===== config.mk =====
export PLATFORM = sky130hd
export DESIGN_NAME = wdog_timer
export DESIGN_NICKNAME = d
export VERILOG_FILES = /design/src/rtl/wdog_pkg.sv /design/src/rtl/wdog_regs.sv /design/src/rtl/wdog_counter.sv /design/src/rtl/wdog_irq.sv /design/src/rtl/wdog_timer.sv
export SDC_FILE = /design/constraint.sdc
export NUM_CORES = 1
export LEC_CHECK = 0
export ABC_AREA = 1
export BUFFER_PORTS_ARGS = -buffer_cell sky130_fd_sc_hd__buf_4
export CAP_MARGIN = 30
export CORE_MARGIN = 3
export CORE_UTILIZATION = 45
export DETAILED_ROUTE_END_ITERATION = 10
export MAX_ROUTING_LAYER = met4
export PLACE_DENSITY = 0.74
export SYNTH_ARGS = -nofsm -noshare
export SYNTH_HDL_FRONTEND = slang
export SYNTH_SLANG_ARGS = --single-unit

===== constraint.sdc =====
create_clock -name clk -period 2.35 [get_ports clk]
set_clock_uncertainty 0.1 [all_clocks]
set_input_delay 0.1175 -clock clk [delete_from_list [all_inputs] [get_ports clk]]
set_output_delay 0.1175 -clock clk [all_outputs]
set_load 0.1 [all_outputs]

===== src/rtl/wdog_pkg.sv =====
// Shared constants for the watchdog: bus widths, register offsets, unlock key.
// Assumes a byte-addressed 12-bit offset space and 32-bit registers.
package wdog_pkg;
    localparam int ADDR_W = 12;
    localparam int DATA_W = 32;

    localparam logic [ADDR_W-1:0] OFF_STAT = 12'h000;
    localparam logic [ADDR_W-1:0] OFF_CTRL = 12'h104;
    localparam logic [ADDR_W-1:0] OFF_LOAD = 12'h108;
    localparam logic [ADDR_W-1:0] OFF_EN   = 12'h110;
    localparam logic [ADDR_W-1:0] OFF_RELD = 12'h114;
    localparam logic [ADDR_W-1:0] OFF_VAL  = 12'h118;
    localparam logic [ADDR_W-1:0] OFF_ICLR = 12'h120;
    localparam logic [ADDR_W-1:0] OFF_MASK = 12'h124;
    localparam logic [ADDR_W-1:0] OFF_LOCK = 12'h13C;

    localparam logic [DATA_W-1:0] UNLOCK_KEY = 32'h378F0765;
endpackage


===== src/rtl/wdog_regs.sv =====
// Register file with key lock. Decodes bus writes, gates them with the lock
// flag, and builds the read mux. Assumes single-cycle strobes and
// combinational read data.
module wdog_regs
    import wdog_pkg::*;
#(
    parameter int AW = ADDR_W,
    parameter int DW = DATA_W
) (
    input  logic          clk,
    input  logic          rst_n,
    input  logic [AW-1:0] bus_addr,
    input  logic [DW-1:0] bus_wdata,
    input  logic          bus_wr,
    input  logic          bus_rd,
    output logic [DW-1:0] bus_rdata,
    input  logic [DW-1:0] cnt_val,
    input  logic          stat,
    input  logic          clr_busy,
    output logic          rst_en,
    output logic [DW-1:0] load_val,
    output logic          cnt_en,
    output logic          mask,
    output logic          reload_stb,
    output logic          clr_stb
);
    logic          locked_q;
    logic          wr_open;
    logic [DW-1:0] rd_mux;

    assign wr_open    = bus_wr && !locked_q;
    assign reload_stb = wr_open && (bus_addr == OFF_RELD);
    assign clr_stb    = wr_open && (bus_addr == OFF_ICLR) && bus_wdata[0];

    // Lock flag: always writable, opens only on the exact key.
    always_ff @(posedge clk) begin
        if (!rst_n)
            locked_q <= 1'b1;
        else if (bus_wr && bus_addr == OFF_LOCK)
            locked_q <= (bus_wdata != UNLOCK_KEY);
    end

    // Configuration registers, written only while unlocked.
    always_ff @(posedge clk) begin
        if (!rst_n) begin
            rst_en   <= 1'b0;
            load_val <= '1;
            cnt_en   <= 1'b0;
            mask     <= 1'b1;
        end else if (wr_open) begin
            case (bus_addr)
                OFF_CTRL: rst_en   <= bus_wdata[0];
                OFF_LOAD: load_val <= bus_wdata;
                OFF_EN:   cnt_en   <= bus_wdata[0];
                OFF_MASK: mask     <= bus_wdata[0];
                default:  ;
            endcase
        end
    end

    // Read mux over mapped offsets, zero elsewhere.
    always_comb begin
        case (bus_addr)
            OFF_STAT: rd_mux = DW'(stat);
            OFF_CTRL: rd_mux = DW'(rst_en);
            OFF_LOAD: rd_mux = load_val;
            OFF_EN:   rd_mux = DW'(cnt_en);
            OFF_VAL:  rd_mux = cnt_val;
            OFF_ICLR: rd_mux = DW'({clr_busy, 1'b0});
            OFF_MASK: rd_mux = DW'(mask);
            OFF_LOCK: rd_mux = DW'(locked_q);
            default:  rd_mux = '0;
        endcase
    end

    assign bus_rdata = bus_rd ? rd_mux : '0;

    AST_LOCKED_LOAD_HOLDS: assert property (@(posedge clk) disable iff (!rst_n)
        (locked_q && bus_wr && bus_addr == OFF_LOAD) |=> $stable(load_val));
    AST_LOCKED_EN_HOLDS: assert property (@(posedge clk) disable iff (!rst_n)
        (locked_q && bus_wr && bus_addr == OFF_EN) |=> $stable(cnt_en));
    AST_KEY_OPENS: assert property (@(posedge clk) disable iff (!rst_n)
        (bus_wr && bus_addr == OFF_LOCK && bus_wdata == UNLOCK_KEY) |=> !locked_q);
endmodule


===== src/rtl/wdog_counter.sv =====
// Down-counter. Decrements while enabled, reloads on zero or on a reload
// strobe, and flags the zero event. Assumes the reload strobe is already
// qualified by the lock.
module wdog_counter #(
    parameter int CW = 32
) (
    input  logic          clk,
    input  logic          rst_n,
    input  logic          en,
    input  logic          reload_stb,
    input  logic [CW-1:0] load_val,
    output logic [CW-1:0] cnt,
    output logic          zero_hit
);
    assign zero_hit = en && (cnt == '0);

    // Count update: reload strobe first, then zero wrap, then decrement.
    always_ff @(posedge clk) begin
        if (!rst_n)
            cnt <= '1;
        else if (reload_stb)
            cnt <= load_val;
        else if (zero_hit)
            cnt <= load_val;
        else if (en)
            cnt <= cnt - 1'b1;
    end

    AST_HOLD_WHEN_OFF: assert property (@(posedge clk) disable iff (!rst_n)
        (!en && !reload_stb) |=> $stable(cnt));
    AST_RELOAD_COPIES: assert property (@(posedge clk) disable iff (!rst_n)
        reload_stb |=> (cnt == $past(load_val)));
    AST_ZERO_WRAPS: assert property (@(posedge clk) disable iff (!rst_n)
        (en && cnt == '0 && !reload_stb) |=> (cnt == $past(load_val)));
endmodule


===== src/rtl/wdog_irq.sv =====
// Timeout status, clear-busy window and reset request. Assumes zero_hit and
// clr_stb are single-cycle events from the counter and register file.
module wdog_irq #(
    parameter int BUSY_CYC = 2
) (
    input  logic clk,
    input  logic rst_n,
    input  logic zero_hit,
    input  logic rst_en,
    input  logic clr_stb,
    output logic stat,
    output logic clr_busy,
    output logic rst_req
);
    localparam int BW = $clog2(BUSY_CYC + 1);

    logic [BW-1:0] busy_cnt;
    logic          clr_ok;

    assign clr_busy = (busy_cnt != '0);
    assign clr_ok   = clr_stb && !clr_busy;

    // Status flag: a timeout sets it and wins over an accepted clear.
    always_ff @(posedge clk) begin
        if (!rst_n)
            stat <= 1'b0;
        else if (zero_hit)
            stat <= 1'b1;
        else if (clr_ok)
            stat <= 1'b0;
    end

    // Busy window: starts on an accepted clear, runs down to zero.
    always_ff @(posedge clk) begin
        if (!rst_n)
            busy_cnt <= '0;
        else if (clr_ok)
            busy_cnt <= BW'(BUSY_CYC);
        else if (clr_busy)
            busy_cnt <= busy_cnt - 1'b1;
    end

    // Reset request: a timeout that finds the previous one still pending.
    always_ff @(posedge clk) begin
        if (!rst_n)
            rst_req <= 1'b0;
        else
            rst_req <= zero_hit && stat && rst_en;
    end

    AST_BUSY_AFTER_CLR: assert property (@(posedge clk) disable iff (!rst_n)
        clr_ok |=> clr_busy);
    AST_BUSY_CLR_IGNORED: assert property (@(posedge clk) disable iff (!rst_n)
        (clr_stb && clr_busy && stat) |=> stat);
    AST_RSTREQ_PENDING: assert property (@(posedge clk) disable iff (!rst_n)
        rst_req |-> stat);
    AST_TIMEOUT_SETS: assert property (@(posedge clk) disable iff (!rst_n)
        zero_hit |=> stat);
endmodule


===== src/rtl/wdog_timer.sv =====
// Top of the watchdog. Wires the register file, counter and interrupt logic,
// and applies the mask to the interrupt output. Assumes one synchronous
// clock and reset domain.
module wdog_timer
    import wdog_pkg::*;
#(
    parameter int AW       = ADDR_W,
    parameter int DW       = DATA_W,
    parameter int BUSY_CYC = 2
) (
    input  logic          clk,
    input  logic          rst_n,
    input  logic [AW-1:0] bus_addr,
    input  logic [DW-1:0] bus_wdata,
    input  logic          bus_wr,
    input  logic          bus_rd,
    output logic [DW-1:0] bus_rdata,
    output logic          irq_o,
    output logic          rst_req_o
);
    logic [DW-1:0] cnt_val;
    logic [DW-1:0] load_val;
    logic          stat, clr_busy, rst_en, cnt_en, mask;
    logic          reload_stb, clr_stb, zero_hit;

    wdog_regs #(.AW(AW), .DW(DW)) u_regs (
        .clk(clk), .rst_n(rst_n),
        .bus_addr(bus_addr), .bus_wdata(bus_wdata),
        .bus_wr(bus_wr), .bus_rd(bus_rd), .bus_rdata(bus_rdata),
        .cnt_val(cnt_val), .stat(stat), .clr_busy(clr_busy),
        .rst_en(rst_en), .load_val(load_val), .cnt_en(cnt_en),
        .mask(mask), .reload_stb(reload_stb), .clr_stb(clr_stb)
    );

    wdog_counter #(.CW(DW)) u_cnt (
        .clk(clk), .rst_n(rst_n), .en(cnt_en),
        .reload_stb(reload_stb), .load_val(load_val),
        .cnt(cnt_val), .zero_hit(zero_hit)
    );

    wdog_irq #(.BUSY_CYC(BUSY_CYC)) u_irq (
        .clk(clk), .rst_n(rst_n), .zero_hit(zero_hit),
        .rst_en(rst_en), .clr_stb(clr_stb),
        .stat(stat), .clr_busy(clr_busy), .rst_req(rst_req_o)
    );

    // Interrupt output: status passed through unless masked.
    assign irq_o = stat && !mask;

    AST_MASK_BLOCKS_IRQ: assert property (@(posedge clk) disable iff (!rst_n)
        mask |-> !irq_o);
    AST_IRQ_NEEDS_STAT: assert property (@(posedge clk) disable iff (!rst_n)
        irq_o |-> stat);
endmodule


Word level (Yosys, flattened, before mapping):

Index checks and enable logic that the tools add are counted.

* bits in registers: 72
* bits of input ports: 48
* output and inout port bits: 34
* word-level logic and storage cells: 55

* add/subtract/negate cells: 2
* equality and inequality tests: 9
* muxes and demuxes: 9
* bitwise logic cells: 1
* reduce and logical (&&, ||, !) cells: 24

Operators with widths (count)
* $pmux W32 S8: 1
* $mux W32: 4
* $eq A12 B9 Y1 const B: 8
* $logic_not A32 Y1: 1
* $ne A32 B30 Y1 const B: 1
* $sub A32 B1 Y32 const B: 1
* $logic_not A12 Y1: 1
* $logic_and A1 B1 Y1: 10
* $reduce_and A2 Y1: 4
* $reduce_bool A2 Y1: 3
* $mux W2: 2
* $logic_not A1 Y1: 3
* $reduce_bool A3 Y1: 1
* $mux W1: 2
* $reduce_or A2 Y1: 1
* $sub A2 B1 Y2 const B: 1
* $not A1 Y1: 1

Logic depth before layout (Yosys ltp):

Gate-level depths: netlist (run 1).

* word-level depth: 7
* gate-level depth with buffers: 12
* mapped depth without buffers: 11

Modules after synthesis:

A second synthesis (run 1) with hierarchy kept.

* cell total of the unflattened synthesis: 897
* area total of the unflattened synthesis: 5193.7 um2

Modules (own cells, without submodules)
* wdog_counter: instances 1, cells each 453, area each 2581.2 um2, sequential area each 640.6 um2
* wdog_regs: instances 1, cells each 426, area each 2459.9 um2, sequential area each 720.7 um2
* wdog_irq: instances 1, cells each 16, area each 142.6 um2, sequential area each 80.1 um2
* wdog_timer: instances 1, cells each 2, area each 10.0 um2, sequential area each 0.0 um2

Worst setup path before layout (run 1):

OpenSTA, ideal clock, no wires.

* kind: input to output
* start: input port bus_addr[9]
* end: output port bus_rdata[28]
* arrival time: 2.387 ns
* data required time: 2.132 ns
* slack: -0.254 ns
* stages on the path: 11
* path buffers: 2
* cells stage by stage: inv_1 > nand2_1 > nor2_4 > nand2_2 > nor2_2 > buf_6 > nand2_4 > buf_4 > o22ai_1 > inv_1 > nor2_1

* longest elaborated chain between the ends: 3
* elaborated cells on any way between the ends: 10
* those cells by class: 7 x eq/ne; 2 x mux; 1 x reduce/logical

RTL lines
* from (decl): RTL line wdog_timer.sv:13 `input logic [AW-1:0] bus_addr,`
* $eq A12 B9 Y1 or $logic_not A12 Y1 (tied branches): RTL line wdog_regs.sv:63 `case (bus_addr)`
* $pmux W32 S8 *: RTL line wdog_regs.sv:63
* $mux W32 *: RTL line wdog_regs.sv:76 `assign bus_rdata = bus_rd ? rd_mux : '0;`
* to (decl): RTL line wdog_timer.sv:17 `output logic [DW-1:0] bus_rdata,`

Mark *: on every way between the ends. The rest lies on a longest branch, timed or not.

Final worst setup path (run 1):

* start: input port bus_addr[9]
* end: output port bus_rdata[9]

The elaborated chain is that of the path after synthesis.

==> results of run 1 <==
## critical path, delay by kind of cell
family,cells,cell delay [ps]
AOI/OAI and AO/OA,1,240
buffers and inverters,4,540
and+or+nand+nor,6,1000
## power breakdown
part | internal, mW | switching (mW) | total (mW)
clock | 0.964 | 0.562 | 1.53
sequential | 1.22 | 0.00000319 | 1.22
combinational | 0.0966 | 0.0849 | 0.181
## routing by layer
layer | up-vias | GRT usage (%)
met5 | - | -
met2 | 198 | 36.9
met3 | 23 | 4.77
met1 | 2546 | 34.6
li1 | 2936 | -
met4 | 0 | 7.28
## kinds of logic after synthesis
| logic type | after synthesis |
|---|---|
| compound gates | 98 |
| xor+xnor | 11 |
| fa+ha+maj | 1 |
| buf+inv | 198 |
| flops | 72 |
| simple gates | 471 |
## cells in the mapped netlist (all sizes together)
cell    instances
o21bai          6
dfxtp          72
ha              1
a21oi           5
o311ai          1
nand4          40
xnor2           1
clkbuf         12
a21o            1
o22ai          31
xor2           10
nor4            6
and3            1
nor2          120
or2             1
nor3            6
o211ai         17
nand3          99
o21ai          36
a211oi          1
buf            28
inv           158
nand2         198
## cells in the final DEF (no fill, tap or decap), types with 6 or more instances in the layout
| master | instances |
|---|---|
| nand4_1 | 39 |
| o22ai_1 | 31 |
| xor2_1 | 10 |
| nor2_2 | 23 |
| nor2_1 | 92 |
| nand3_1 | 94 |
| o21ai_0 | 30 |
| nand2_1 | 184 |
| o211ai_1 | 17 |
| inv_1 | 151 |
| clkbuf_16 | 9 |
| dlygate4sd3_1 | 29 |
| o21ai_1 | 6 |
| inv_2 | 7 |
| dfxtp_1 | 72 |
| buf_4 | 96 |
| nand2_2 | 9 |
## stage by stage
step	setup TNS, ps	cell area, um^2	util [%]	hold slack, ps	setup WS [ps]
floorplan	-3280	5270	-	189	-254
global placement	0	5940	53.6	293	189
detailed placement	0	5940	53.6	292	187
CTS	0	6560	59.2	1.88	174
global route	0	6560	59.2	20.2	71.3
finish	0	6560	59.2	2.30	227
## flip-flops by register name, summed over array words and instances, names as in the netlist
name             cells
u_irq.busy_cnt       2
u_regs.mask          1
u_regs.locked_q      1
u_irq.rst_req        1
u_regs.load_val     32
u_cnt.cnt           32
u_regs.cnt_en        1
u_regs.rst_en        1
u_irq.stat           1
## cell type report
type                    instances  area [um^2]  area share [%]
multi-input cells             581         2990            45.6
flip-flops and latches         72         1440            22.0
repair buffers                126         1030            15.7
inverters                     158          593            9.04
clock buffers                  10          239            3.64
well taps                     140          175            2.67
clock inverters                 6         91.3            1.39
## path summary, 6_finish.rpt
check	end	slack, ps	from	depth (start not counted)
max reg2reg	u_cnt.cnt[23]	240	u_cnt.cnt[0]	11
min reg2reg	u_regs.load_val[1]	360	u_regs.load_val[1]	2
min	u_regs.load_val[20]	2	bus_wdata[20]	3
max	bus_rdata[9]	230	bus_addr[9]	11
## what timing repair did
| action | in CTS | in global routing |
|---|---|---|
| setup endpoints to repair | 0 | 1 |
| resized for setup | 0 | 1 |
| hold buffers | 29 | 0 |
| hold endpoints to repair | 29 | 0 |
==> results.md, run 1 <==
- Post-Synth Simple-Gate Area: 42.5%
- Die area: 12,900 um^2
- Peak VDD IR: roughly 0.00052 V
- Pre-antenna DRT Iters: 5
- Post-synth top area cell: dfxtp_1
- Mapped Avg Cell Area: 6.14 um^2
- Tightest Pin Transition: 556 ps
- Xor and xnor area share after synthesis: 1.84%
- Root Driver: clkbuf_16
- Non-Filler Instances: ~1,100
- Worst setup SP type: primary input
- Syn-to-layout area delta: 25.5%
- Final worst path period share: 90.3%
- Status: finished, final reports clean
- WP data required: ~2100 ps
- Placed Cells: 1,048
- Fin nets: about 1,000
- Critical-path cell list: buf_4 > inv_1 > nand2_1 > nor2_4 > nand2_2 > nor2_2 > nand2_4 > o22ai_1 > inv_1 > nor2_1 > buf_4
- CP Class: in -> out
- Setup Buffers After CTS: 0
- Final Wtd Congestion: a little under 1
- CTS tree: yes
- Worst path arrival time: 1910 ps
- Synth unique cells: 40
- Slew HR: 62.6%
- Drt via density: 5.22
- Hold Violations, Final: 0
- Flops & latches, synth: 72
- Largest net degree at the start of global routing: 50
- Final setup fails: 0
- WL met1: approximately 7.3 mm
- RSZ-0062 raised after global routing: no
- Synth area leaders: dfxtp_1 (28%), nand2_1 (13%), inv_1 (11%)
- Tmin final: 2120 ps
- Max_cap viols: 0
- Clock-pin slew on the worst setup and hold paths: 60 ps
- Drt drc: 0
- Synthesized cell area: 5230 um^2
- Chip width: 114 um
- Highest clock rate: 471 MHz
- I/O Pins: between 80 and 90
- Yosys top cell area share: 27.6%
- Adder-cell area share of the yosys netlist: 0.239%
- DP Wirelength: 11.3 mm
- Main combinational cell family by area after synthesis: simple AND/OR/NAND/NOR gates
- Share of layout cells above drive strength 1: 18.6%
- Slowest cell delay on critical path: 310 ps
- Total core area: 11,100 um^2
- Post-route ant nets: 0
- CTS buffer count: 9
- Pwr Density: 446 nW/um^2
- Clk Latency, worst-skew pair: 340 ps
- Row count: 38
- Met2 wire length: ~6.9 mm
- Clk sinks: 72
- H-tree lvl count: 3
- Routed WL: 15.6 mm
- Max Root-Sink Buffers: 2
- Compound-cell area share of the yosys netlist: 11.7%
- Antenna cells: 0
- Multiplexer share of the synthesized area: 0%
- Post-synth net total: 900
- Gr usage total: 24.9%
- Final Max Tran Viols: 0
- Sequential element share of the synthesized area: 27.6%
- Filler cell count: 1,051
- Die H: about 110 um
- WL per Instance: around 14 um
- Buffers on Ports: 81
- DR iter-0 viols: roughly 530
- Vias in the first global route: 5,207
- Post-Syn Instances: 851
- GRT overflow: 0
- Top routing layer used: met4
- Element type at the critical path end: output pin
- Critical-path top delay cell: buf_4
- Met3 wire length: 1.07 mm
- Pwr Total: 2.93 mW
- Initial Util: between 40% and 50%
- Initial antenna violation count: 0
- First-pass GRT wire length: 25.3 mm
- Hold Crit Class: in -> reg
- CP max FO: 31
- Leakage: 3.41 nW
- YS warnings: 0
- Via count: approximately 5,700
Power figures use the tool's default switching activity.
==> run 2: changes to the inputs <==
--- a/config.mk
+++ b/config.mk
@@ -9,10 +9,10 @@
 export BUFFER_PORTS_ARGS = -buffer_cell sky130_fd_sc_hd__buf_4
 export CAP_MARGIN = 30
 export CORE_MARGIN = 3
-export CORE_UTILIZATION = 45
+export CORE_UTILIZATION = 35
 export DETAILED_ROUTE_END_ITERATION = 10
 export MAX_ROUTING_LAYER = met4
-export PLACE_DENSITY = 0.74
+export PLACE_DENSITY = 0.62
 export SYNTH_ARGS = -nofsm -noshare
 export SYNTH_HDL_FRONTEND = slang
 export SYNTH_SLANG_ARGS = --single-unit
==> run 2 against run 1 <==
Effect of this change: first-iteration DRC count fell by 26%; non-clock buffer count rose by 4; sequential power barely moved; sequential cell count did not move; global-route usage fell by 3.9 points; wire length rose by 5.5%; sequential share of layout area fell by 0.14 points; power fell by 7.9%; die area rose by 27%; register-to-register slack got worse by 40 ps; final cell count rose by 4.4%; critical path type is now reg -> reg; largest power group unchanged; highest routed layer unchanged.
==> results.md, run 2 (synthesized netlist as in run 1, its figures left out) <==
- Slew HR: 67.4% (+4.8 points)
- Tightest Pin Transition: 485 ps (-71.8 ps)
- Commonest non-fill, non-tap cells in the layout: nand2_1 (184), inv_1 (151), buf_4 (97)
- Post-route ant nets: 0 (unchanged)
- Final worst path period share: 91.3% (+0.98 points)
- R2R depth: 11 (unchanged)
- Gr usage total: 21.1% (-3.9 points)
- CP Class: reg -> reg
- Clock-pin slew on the worst setup and hold paths: 60 ps (about the same)
- Setup Buffers After CTS: 0 (unchanged)
- I/O Pins: 82 (unchanged)
- Fin nets: 1,001 (+0.40%)
- Pwr Total: 2.70 mW (-7.9%)
- Clk sinks: 72 (unchanged)
- CTS tree: yes
- GRT overflow: 0 (unchanged)
- Most common cell after layout, fill and taps aside: nand2_1
- Routed WL: 16.5 mm (+5.5%)
- Antenna cells: 0 (unchanged)
- Vias in the first global route: 5,402 (+3.7%)
- Chip width: 128 um (+13%)
- GRT met2 Usage: 32.9% (-4.1 points)
- Hold Crit Start: bus_wdata[4]
- Share of layout cells above drive strength 1: 18.5% (-0.078 points)
- Buffers on Ports: 81 (unchanged)
- Peak VDD IR: 0.000364 V (-30%)
- Final Max Tran Viols: 0 (unchanged)
- DP Wirelength: 12.1 mm (+7.2%)
- Clk Latency, worst-skew pair: 340 ps (about the same)
- WL per Instance: 14.4 um (+1.1%)
- Total core area: 14,600 um^2 (+32%)
- Via count: 5,689 (-0.25%)
- Status: finished, final reports clean
- GR peak layer: met2
- Syn-to-layout area delta: 26.3%
- Pwr Density: 408 nW/um^2 (-8.5%)
- Max Root-Sink Buffers: 2 (unchanged)
- DR iter-0 viols: 392 (-26%)
- Initial Util: 35.8% (-11 points)
- Die H: 128 um (+13%)
- Flop-to-flop setup slack: 200 ps (-40 ps)
- Row count: 44 (+16%)
- Drt via density: 4.99 (-4.4%)
- RSZ-0062 raised after global routing: no
- Hold Crit Class: in -> reg
- Element type at the critical path end: flip-flop
- WHS Endpoint: u_regs.load_val[4]
- Worst path arrival time: 2270 ps (+360 ps)
- Reg2Reg Launch Point: u_cnt.cnt[0]
- Final Wtd Congestion: 0.953 (-3.8%)
- WP data required: 2470 ps (+340 ps)
- WHS Path Cells: 3 (unchanged)
- Initial antenna violation count: 0 (unchanged)
- Die area: 16,400 um^2 (+27%)
- H-tree lvl count: 3 (unchanged)
- First-pass GRT wire length: 27.2 mm (+7.6%)
- Largest net degree at the start of global routing: 58 (+16%)
- Setup TNS: 0 ps (unchanged)
- Design area: 6610 um^2 (+0.65%)
- Tmin final: 2150 ps (+23.1 ps)
- Top Registers: u_cnt.cnt x32, u_regs.load_val x32, u_irq.busy_cnt x2
- Max_cap viols: 0 (unchanged)
- Leakage: 3.40 nW (-0.19%)
- Drt drc: 0 (unchanged)
- CP max FO: 32 (+3.2%)
- CTS buffer count: 9 (unchanged)
- Met3 Track Usage GR: 4.33% (-0.44 points)
- Highest clock rate: 466 MHz (-1.1%)
- Met1 GRT Util: 28.3% (-6.3 points)
- Worst reg2reg path endpoint: u_cnt.cnt[26]
- Final setup fails: 0 (unchanged)
- Placed Area: 6020 um^2 (+1.4%)
- Pre-antenna DRT Iters: 5 (unchanged)
- Worst setup SP type: flip-flop
- Root Driver: clkbuf_16
- Hold Violations, Final: 0 (unchanged)
==> run 2: how the worst max path moves through the flow <==
stage,from,to,slack (ps)
after floorplan,bus_addr[9],bus_rdata[24],-250
after global placement,u_cnt.cnt[0],u_cnt.cnt[2],210
after detailed placement,u_cnt.cnt[0],u_cnt.cnt[1],230
after CTS,u_cnt.cnt[0],u_cnt.cnt[26],210
after global routing,bus_addr[1],bus_rdata[26],30
final,u_cnt.cnt[0],u_cnt.cnt[26],200
==> run 2: per-stage QoR <==
stage / hold slack (ps) / instances / util, % / worst slack, ps
5_1_grt: 29.8 / 1141 / 45.3 / 32.4
3_5_place_dp: 294 / 1094 / 41.3 / 227
6_report: 24.5 / 1141 / 45.3 / 204
3_3_place_gp: 292 / 1094 / 41.3 / 206
2_1_floorplan: 189 / 851 / - / -254
4_1_cts: 11.6 / 1141 / 45.3 / 211
==> run 2: layout make-up <==
class                           count  area, um^2
Sequential cell                    72        1440
Clock inverter                      6        43.8
Timing Repair Buffer              130        1080
Multi-Input combinational cell    581        2990
Tap cell                          184         230
Inverter                          158         593
Fill cell                        1574        7980
Clock buffer                       10         229
==> run 2: worst max-delay path: stages (launching register included) <==
cell	delay, ps
dfxtp_1	340
inv_1	100
ha_1	340
nand2_4	140
nor2_8	200
nand2_4	80
nor2_4	180
nand2_4	100
nand2_8	210
nand2_1	90
nand2_1	80
o21bai_2	50
==> run 2: where the power goes <==
group          total, mW  internal, mW  switching (mW)  leakage, nW
combinational      0.186        0.0994          0.0867         2.69
clock               1.29         0.719           0.572        0.133
sequential          1.22          1.22      0.00000303        0.583
==> run 2: metal layers <==
metal,vias to the layer above,wire length (um),part of all wire (%)
li1,2937,-,-
met1,2573,7870,48
met2,167,7440,45
met3,12,962,5.8
met4,0,173,1.1
met5,-,0,0
==> run 2: repair_timing <==
item / CTS / global route
endpoints found under the hold margin: 31 / 0
resized for setup: 0 / 0
hold buffers: 31 / 0
